==> src/rtl/bfly_pkg.sv <==
package bfly_pkg;

  // Steering strobes produced by the per-level control for one 2x2 switch.
  typedef struct packed {
    logic loValid;   // lower output carries a packet
    logic loTakeHi;  // lower output is fed from the upper-indexed line
    logic hiValid;   // upper output carries a packet
    logic hiTakeLo;  // upper output is fed from the lower-indexed line
    logic dropHi;    // packet on the upper-indexed line lost arbitration
  } swCtl_t;

  // Lower line index of switch sw at level lvl: insert a zero at bit lvl.
  function automatic int loLine(int sw, int lvl);
    return ((sw >> lvl) << (lvl + 1)) | (sw & ((1 << lvl) - 1));
  endfunction

endpackage

==> src/rtl/bfly_ctrl.sv <==
module bfly_ctrl #(
  parameter int NUM_PORTS = 8,
  parameter int IDX_W     = 3,
  parameter int LEVEL     = 0
) (
  input  logic                                clk,
  input  logic                                rstN,
  input  logic [NUM_PORTS-1:0]                inValid,
  input  logic [NUM_PORTS-1:0][IDX_W-1:0]     inDest,
  output bfly_pkg::swCtl_t [NUM_PORTS/2-1:0]  ctl
);
  localparam int HALF = NUM_PORTS / 2;

  for (genvar sw = 0; sw < HALF; sw++) begin : gSw
    localparam int LO = bfly_pkg::loLine(sw, LEVEL);
    localparam int HI = LO + (1 << LEVEL);

    logic vLo, vHi, wLo, wHi, loClaim, hiClaim;
    assign vLo = inValid[LO];
    assign vHi = inValid[HI];
    // Wanted output side at this level is the destination bit of this level.
    assign wLo = inDest[LO][LEVEL];
    assign wHi = inDest[HI][LEVEL];
    assign loClaim = vLo & ~wLo;   // lower-line packet heads to lower output
    assign hiClaim = vLo &  wLo;   // lower-line packet heads to upper output

    assign ctl[sw] = '{
      loValid:  loClaim | (vHi & ~wHi),
      loTakeHi: ~loClaim,
      hiValid:  hiClaim | (vHi & wHi),
      hiTakeLo: hiClaim,
      dropHi:   vLo & vHi & (wLo == wHi)
    };

    // a lower-line packet always keeps the output it asks for.
    a_r4_lower_keeps_low: assert property (@(posedge clk) disable iff (!rstN)
      (vLo && !wLo) |-> (ctl[sw].loValid && !ctl[sw].loTakeHi));
    a_r4_lower_keeps_high: assert property (@(posedge clk) disable iff (!rstN)
      (vLo && wLo) |-> (ctl[sw].hiValid && ctl[sw].hiTakeLo));
    // a drop needs two valid packets.
    a_r6_drop_needs_pair: assert property (@(posedge clk) disable iff (!rstN)
      ctl[sw].dropHi |-> (vLo && vHi));
    // every valid packet either leaves the switch or is counted as dropped.
    a_r5_conserve: assert property (@(posedge clk) disable iff (!rstN)
      (int'(ctl[sw].loValid) + int'(ctl[sw].hiValid) + int'(ctl[sw].dropHi))
        == (int'(vLo) + int'(vHi)));
  end

endmodule

==> src/rtl/bfly_dp.sv <==
module bfly_dp #(
  parameter int NUM_PORTS = 8,
  parameter int DATA_W    = 8,
  parameter int IDX_W     = 3,
  parameter int LEVEL     = 0
) (
  input  logic                               clk,
  input  logic                               rstN,
  input  bfly_pkg::swCtl_t [NUM_PORTS/2-1:0] ctl,
  input  logic [NUM_PORTS-1:0]               inValid,
  input  logic [NUM_PORTS-1:0][IDX_W-1:0]    inDest,
  input  logic [NUM_PORTS-1:0][IDX_W-1:0]    inSrc,
  input  logic [NUM_PORTS-1:0][DATA_W-1:0]   inData,
  input  logic [NUM_PORTS-1:0]               inDrop,
  output logic [NUM_PORTS-1:0]               outValid,
  output logic [NUM_PORTS-1:0][IDX_W-1:0]    outDest,
  output logic [NUM_PORTS-1:0][IDX_W-1:0]    outSrc,
  output logic [NUM_PORTS-1:0][DATA_W-1:0]   outData,
  output logic [NUM_PORTS-1:0]               outDrop
);
  localparam int HALF = NUM_PORTS / 2;
  localparam int STEP = 1 << LEVEL;

  logic [NUM_PORTS-1:0]             nValid;
  logic [NUM_PORTS-1:0][IDX_W-1:0]  nDest;
  logic [NUM_PORTS-1:0][IDX_W-1:0]  nSrc;
  logic [NUM_PORTS-1:0][DATA_W-1:0] nData;
  logic [NUM_PORTS-1:0]             nDrop;

  always_comb begin : nextWave
    int lo;
    int hi;
    nValid = '0;
    nDest  = inDest;
    nSrc   = inSrc;
    nData  = inData;
    nDrop  = inDrop;
    for (int s = 0; s < HALF; s++) begin
      lo = bfly_pkg::loLine(s, LEVEL);
      hi = lo + STEP;
      nValid[lo] = ctl[s].loValid;
      nValid[hi] = ctl[s].hiValid;
      nDest[lo]  = ctl[s].loTakeHi ? inDest[hi] : inDest[lo];
      nSrc[lo]   = ctl[s].loTakeHi ? inSrc[hi]  : inSrc[lo];
      nData[lo]  = ctl[s].loTakeHi ? inData[hi] : inData[lo];
      nDest[hi]  = ctl[s].hiTakeLo ? inDest[lo] : inDest[hi];
      nSrc[hi]   = ctl[s].hiTakeLo ? inSrc[lo]  : inSrc[hi];
      nData[hi]  = ctl[s].hiTakeLo ? inData[lo] : inData[hi];
      if (ctl[s].dropHi) nDrop[inSrc[hi]] = 1'b1;
    end
  end

  always_ff @(posedge clk or negedge rstN) begin
    if (!rstN) begin
      outValid <= '0;
      outDest  <= '0;
      outSrc   <= '0;
      outData  <= '0;
      outDrop  <= '0;
    end else begin
      outValid <= nValid;
      outDest  <= nDest;
      outSrc   <= nSrc;
      outData  <= nData;
      outDrop  <= nDrop;
    end
  end

  // after level LEVEL every valid packet sits on a line whose bit LEVEL
  // matches its destination bit LEVEL.
  for (genvar k = 0; k < NUM_PORTS; k++) begin : gLineChk
    localparam logic KBIT = 1'((k >> LEVEL) & 1);
    a_r4_level_bit: assert property (@(posedge clk) disable iff (!rstN)
      outValid[k] |-> (outDest[k][LEVEL] == KBIT));
  end

  // a fully idle wave adds no drop flags at this level.
  a_r6_idle_no_drop: assert property (@(posedge clk) disable iff (!rstN)
    (inValid == '0) |=> (outDrop == $past(inDrop)));

endmodule

==> src/rtl/bfly_net.sv <==
module bfly_net #(
  parameter int NUM_PORTS = 8,
  parameter int DATA_W    = 8
) (
  input  logic                                    clk,
  input  logic                                    rstN,
  input  logic [NUM_PORTS-1:0]                    inValid,
  input  logic [NUM_PORTS*$clog2(NUM_PORTS)-1:0]  inDest,
  input  logic [NUM_PORTS*DATA_W-1:0]             inData,
  output logic [NUM_PORTS-1:0]                    outValid,
  output logic [NUM_PORTS*$clog2(NUM_PORTS)-1:0]  outSrc,
  output logic [NUM_PORTS*DATA_W-1:0]             outData,
  output logic [NUM_PORTS-1:0]                    outDrop
);
  localparam int IDX_W  = $clog2(NUM_PORTS);
  localparam int LEVELS = IDX_W;
  localparam int HALF   = NUM_PORTS / 2;

  logic [NUM_PORTS-1:0]             sValid [LEVELS+1];
  logic [NUM_PORTS-1:0][IDX_W-1:0]  sDest  [LEVELS+1];
  logic [NUM_PORTS-1:0][IDX_W-1:0]  sSrc   [LEVELS+1];
  logic [NUM_PORTS-1:0][DATA_W-1:0] sData  [LEVELS+1];
  logic [NUM_PORTS-1:0]             sDrop  [LEVELS+1];

  assign sValid[0] = inValid;
  assign sDest[0]  = inDest;
  assign sData[0]  = inData;
  assign sDrop[0]  = '0;
  for (genvar k = 0; k < NUM_PORTS; k++) begin : gSrcTag
    assign sSrc[0][k] = IDX_W'(k);
  end

  for (genvar lvl = 0; lvl < LEVELS; lvl++) begin : gLevel
    bfly_pkg::swCtl_t [HALF-1:0] ctl;

    bfly_ctrl #(.NUM_PORTS(NUM_PORTS), .IDX_W(IDX_W), .LEVEL(lvl)) u_ctrl (
      .clk(clk), .rstN(rstN),
      .inValid(sValid[lvl]), .inDest(sDest[lvl]),
      .ctl(ctl)
    );

    bfly_dp #(.NUM_PORTS(NUM_PORTS), .DATA_W(DATA_W), .IDX_W(IDX_W),
              .LEVEL(lvl)) u_dp (
      .clk(clk), .rstN(rstN), .ctl(ctl),
      .inValid(sValid[lvl]), .inDest(sDest[lvl]), .inSrc(sSrc[lvl]),
      .inData(sData[lvl]), .inDrop(sDrop[lvl]),
      .outValid(sValid[lvl+1]), .outDest(sDest[lvl+1]), .outSrc(sSrc[lvl+1]),
      .outData(sData[lvl+1]), .outDrop(sDrop[lvl+1])
    );
  end

  assign outValid = sValid[LEVELS];
  assign outSrc   = sSrc[LEVELS];
  assign outData  = sData[LEVELS];
  assign outDrop  = sDrop[LEVELS];

  for (genvar k = 0; k < NUM_PORTS; k++) begin : gOutChk
    // a delivered packet sits on the line named by its destination.
    a_r1_on_dest_line: assert property (@(posedge clk) disable iff (!rstN)
      outValid[k] |-> (sDest[LEVELS][k] == IDX_W'(k)));
    // a delivered packet's source is never flagged as dropped.
    a_r5_drop_exclusive: assert property (@(posedge clk) disable iff (!rstN)
      outValid[k] |-> !outDrop[sSrc[LEVELS][k]]);
  end

endmodule

==> config.mk <==
export PLATFORM = sky130hd
export DESIGN_NAME = bfly_net
export DESIGN_NICKNAME = d
export VERILOG_FILES = /design/src/rtl/bfly_pkg.sv /design/src/rtl/bfly_ctrl.sv /design/src/rtl/bfly_dp.sv /design/src/rtl/bfly_net.sv
export SDC_FILE = /design/constraint.sdc
export NUM_CORES = 1
export LEC_CHECK = 0
export ABC_AREA = 1
export BUFFER_PORTS_ARGS = -buffer_cell sky130_fd_sc_hd__buf_2
export CORE_MARGIN = 2
export CORE_UTILIZATION = 55
export DETAILED_ROUTE_END_ITERATION = 6
export PLACE_DENSITY_LB_ADDON = 0.25
export SYNTH_ARGS = -nofsm -noshare
export SYNTH_HDL_FRONTEND = slang
export SYNTH_SLANG_ARGS = --single-unit
export TNS_END_PERCENT = 1
==> constraint.sdc <==
create_clock -name clk -period 3.1 [get_ports clk]
set_input_delay 0.31 -clock clk [delete_from_list [all_inputs] [get_ports clk]]
set_output_delay 0.31 -clock clk [all_outputs]
set_load 0.03 [all_outputs]
==> impl_table.tex <==
\begin{tabular}{lr}
\hline
Metric & Value \\
\hline
\multicolumn{2}{l}{\textbf{Routing}} \\
Vias/cell & 5.18 \\
Routed WL & 30100 um \\
Remaining number of nets flagged by the antenna check after routing & 0 \\
Average detailed-routed wire length per instance & 17.4 um \\
Number of remaining DRC errors & 0 \\
Initial drt markers & 690 \\
Via count of the routed design & 8950 \\
Number of optimization iterations in the first detailed-route pass & 7 \\
\multicolumn{2}{l}{\textbf{Timing}} \\
Ratio of final minimum period to clock period & 51.8\% \\
Setup TNS after final layout & 0 ns \\
Maximum achievable frequency & 623 MHz \\
Post-route worst hold slack & 0.0167 ns \\
Slew Limit Fails & 0 \\
Unrepaired setup endpoints after global routing & no \\
Shortest clock period the worst path allows after layout & 1.61 ns \\
Number of endpoints failing setup at the final stage & 0 \\
Worst-case clock skew & 0.00913 ns \\
Transition time at the pin with the least slew margin & 0.752 ns \\
Slew Limit Headroom & 49.7\% \\
Final Hold Viols & 0 \\
\multicolumn{2}{l}{\textbf{Global route}} \\
Global-route usage over all layers & 26.8\% \\
Global-route wire length before repair & 45600 um \\
Maximum number of pins on one net before global-route repair & 95 \\
Total overflow reported by the global router & 0 \\
Initial antenna violation count & 2 \\
Number of global-route vias before repair & 8535 \\
\multicolumn{2}{l}{\textbf{Final layout}} \\
Layout cell share with drive strength beyond 1 & 18.8\% \\
Net count reported at finish & 1526 \\
Post-Route Utilization & 68.3\% \\
Syn-to-layout area delta & 21.8\% \\
Final std cell area, no fill & 14400 sq um \\
\multicolumn{2}{l}{\textbf{Placed design}} \\
Gp weighted congestion & 0.848 \\
Buffers on Ports & 201 \\
Placed cell areas & 13000 sq um \\
Post-DP HPWL & 21500 um \\
\multicolumn{2}{l}{\textbf{Worst setup path}} \\
Beginning of the worst register-to-register path & gLevel[0].u\_dp.outValid[5] \\
Reg2Reg Capture Point & gLevel[1].u\_dp.outData[61] \\
Internal reg-to-reg setup slack & 1.54 ns \\
Required time of the critical path & 3.42 ns \\
Crit path to & gLevel[0].u\_dp.outValid[4] \\
Worst Reg2Reg Path Length in Cells & 2 \\
Critical path startpoint & inDest[12] \\
Max FO, Critical Path & 22 \\
Kind of start point of the critical path & primary input \\
Crit Path Category & primary input to flop \\
Critical Path End Type & flop \\
Crit path arrival time & 1.92 ns \\
\multicolumn{2}{l}{\textbf{Synth}} \\
Portion of synthesized cell area occupied by the leading cell type & 66.2\% \\
Share of the synthesized area in compound gates (AO/OA/AOI/OAI) & 13.1\% \\
Largest family of logic cells by synthesized area & compound AO/OA/AOI/OAI gates \\
Synth Area in XOR/XNOR & 0\% \\
Count of state elements after synthesis & 312 \\
Yosys top cell by area & dfrtp\_1 \\
Gate Count Post-Synth & 1218 \\
Fraction of the yosys area taken by sequential cells & 66.2\% \\
Yosys warning count & 0 \\
Post-synthesis average cell area & 9.68 sq um \\
Number of different library cells in the post-synthesis netlist & 22 \\
Portion of netlist area occupied by mux cells & 0\% \\
Area of the mapped netlist & 11800 sq um \\
Net count of the mapped netlist & 1316 \\
Area contributors post-synth & dfrtp\_1 66\%, o21ai\_0 11\%, nand2\_1 9.5\%, inv\_1 5.6\%, buf\_2 1.5\% \\
Post-Synth Simple-Gate Area & 12.9\% \\
Adder-cell area share of the yosys netlist & 0\% \\
\multicolumn{2}{l}{\textbf{CTS}} \\
Register clock-pin slew on the reported worst setup and hold paths & 0.06 ns \\
Clk buf depth & 3 \\
Post CTS Setup Buffer Count & 0 \\
Total clock buffers created by CTS & 30 \\
Clock tree from TritonCTS & done \\
Clock sink count & 312 \\
Buffer cell driving the clock tree root & clkbuf\_16 \\
Number of levels in the clock H-tree & 1 \\
Latest clock arrival within the worst-skew pair & 0.55 ns \\
\multicolumn{2}{l}{\textbf{Die}} \\
Initial standard-cell utilization of the core & 56.1\% \\
Number of I/O pins & 202 \\
Die X-Extent & 150 um \\
FP Rows & 53 \\
Area of the die & 22600 sq um \\
Chip height & 150 um \\
Core Area & 21000 sq um \\
\multicolumn{2}{l}{\textbf{Run status}} \\
Status & complete, no violations \\
\multicolumn{2}{l}{\textbf{Run}} \\
Reported max-cap violation count & 0 \\
\multicolumn{2}{l}{\textbf{Pwr}} \\
Worst IR Drop VDD & 0.415 mV \\
Total power per unit cell area & 722 nW/um\^{}2 \\
Static leakage power & 7.63 nW \\
\multicolumn{2}{l}{\textbf{Hold path}} \\
Hold WC Path Type & primary input to flop \\
Cells on Worst Hold Path & 3 \\
\hline
\end{tabular}
[cells in the mapped netlist]
cell	n
dfrtp_1	312
nand2_1	297
o21ai_0	265
inv_1	175
buf_2	35
nor2_1	26
clkbuf_1	21
a21oi_1	20
nand4_1	20
nand3_1	16
o21bai_1	8
nand2_2	5
o211ai_1	4
inv_2	3
and2_1	2
nor2_4	2
nor3_1	2
a21oi_4	1
and3_2	1
conb_1	1
nand3b_4	1
o21ai_2	1
[cells by family after synthesis]
kind of cell	Yosys count
compound gates	299
other cells	1
buf+inv	234
simple gates	372
flops	312
[critical path, cell delays in order]
cell	delay, ns
dlygate4sd3_1	0.52
buf_2	0.13
inv_1	0.05
nand2_1	0.51
o21ai_0	0.40
[per-stage QoR]
step	std cells	total power, mW	setup slack [ns]
after floorplan	1218	5.75	2.05
after detailed placement	1643	6.39	1.47
after global placement	1643	6.36	1.48
after CTS	1726	10.4	1.50
after global routing	1726	10.8	1.39
final	1728	10.4	1.49
[registers in the layout, indices dropped and copies added, names as in the netlist]
register and flops:
gLevel.u_dp.outData 192, gLevel.u_dp.outValid 24, gLevel.u_dp.outDrop 19, gLevel.u_dp.outDest 24, gLevel.u_dp.outSrc 53
[power by group]
group / internal (mW) / switching, mW
logic: 0.432 / 1.13
clock network: 2.50 / 1.50
registers: 4.53 / 0.264
total: 7.47 / 2.90
[area by class of cell]
| cell class | instances | area (sq um) |
|---|---|---|
| Antenna cell | 2 | 5.00 |
| Clock buffer | 41 | 893 |
| Clock inverter | 14 | 220 |
| Fill cell | 1587 | 6660 |
| Inverter | 178 | 668 |
| Multi-Input combinational cell | 672 | 3070 |
| Sequential cell | 312 | 7810 |
| Tap cell | 275 | 344 |
| Timing Repair Buffer | 234 | 1360 |
[cells in the final DEF, fill, tap and decap left out, drive strengths merged, types with 2 or more instances in the layout]
| cell | count |
|---|---|
| a21oi | 21 |
| and2 | 2 |
| buf | 206 |
| bufinv | 6 |
| clkbuf | 41 |
| clkinv | 8 |
| dfrtp | 312 |
| diode | 2 |
| dlygate4sd3 | 28 |
| inv | 178 |
| nand2 | 302 |
| nand3 | 16 |
| nand4 | 20 |
| nor2 | 28 |
| nor3 | 2 |
| o211ai | 4 |
| o21ai | 266 |
| o21bai | 8 |
[worst min-delay path by stage]
stage	start	endpoint	slack (ns)
6_report	inDest[4]	gLevel[0].u_dp.outDest[4]	0.02
5_1_grt	inData[57]	gLevel[0].u_dp.outData[57]	0.02
4_1_cts	inDest[10]	gLevel[0].u_dp.outDest[10]	0.002
3_5_place_dp	gLevel[0].u_dp.outDrop[5]	gLevel[1].u_dp.outDrop[5]	0.34
3_3_place_gp	gLevel[0].u_dp.outDrop[5]	gLevel[1].u_dp.outDrop[5]	0.34
2_1_floorplan	rstN	gLevel[0].u_dp.outData[0]	0.01
[per-layer routing]
metal / global-route usage, % / part of all wire [%] / up-vias
met1: 37.6 / 42 / 4307
met4: 7.08 / 2.0 / 0
met5: 0 / 0 / -
li1: - / - / 4246
met3: 3.91 / 7.0 / 43
met2: 44.5 / 49 / 354
[repair_timing]
action                                 in CTS  in global routing
hold buffers                               28                  0
endpoints found under the hold margin     121                  0
resized for setup                           0                  0
Note: power is estimated with default switching activity, not from simulation.
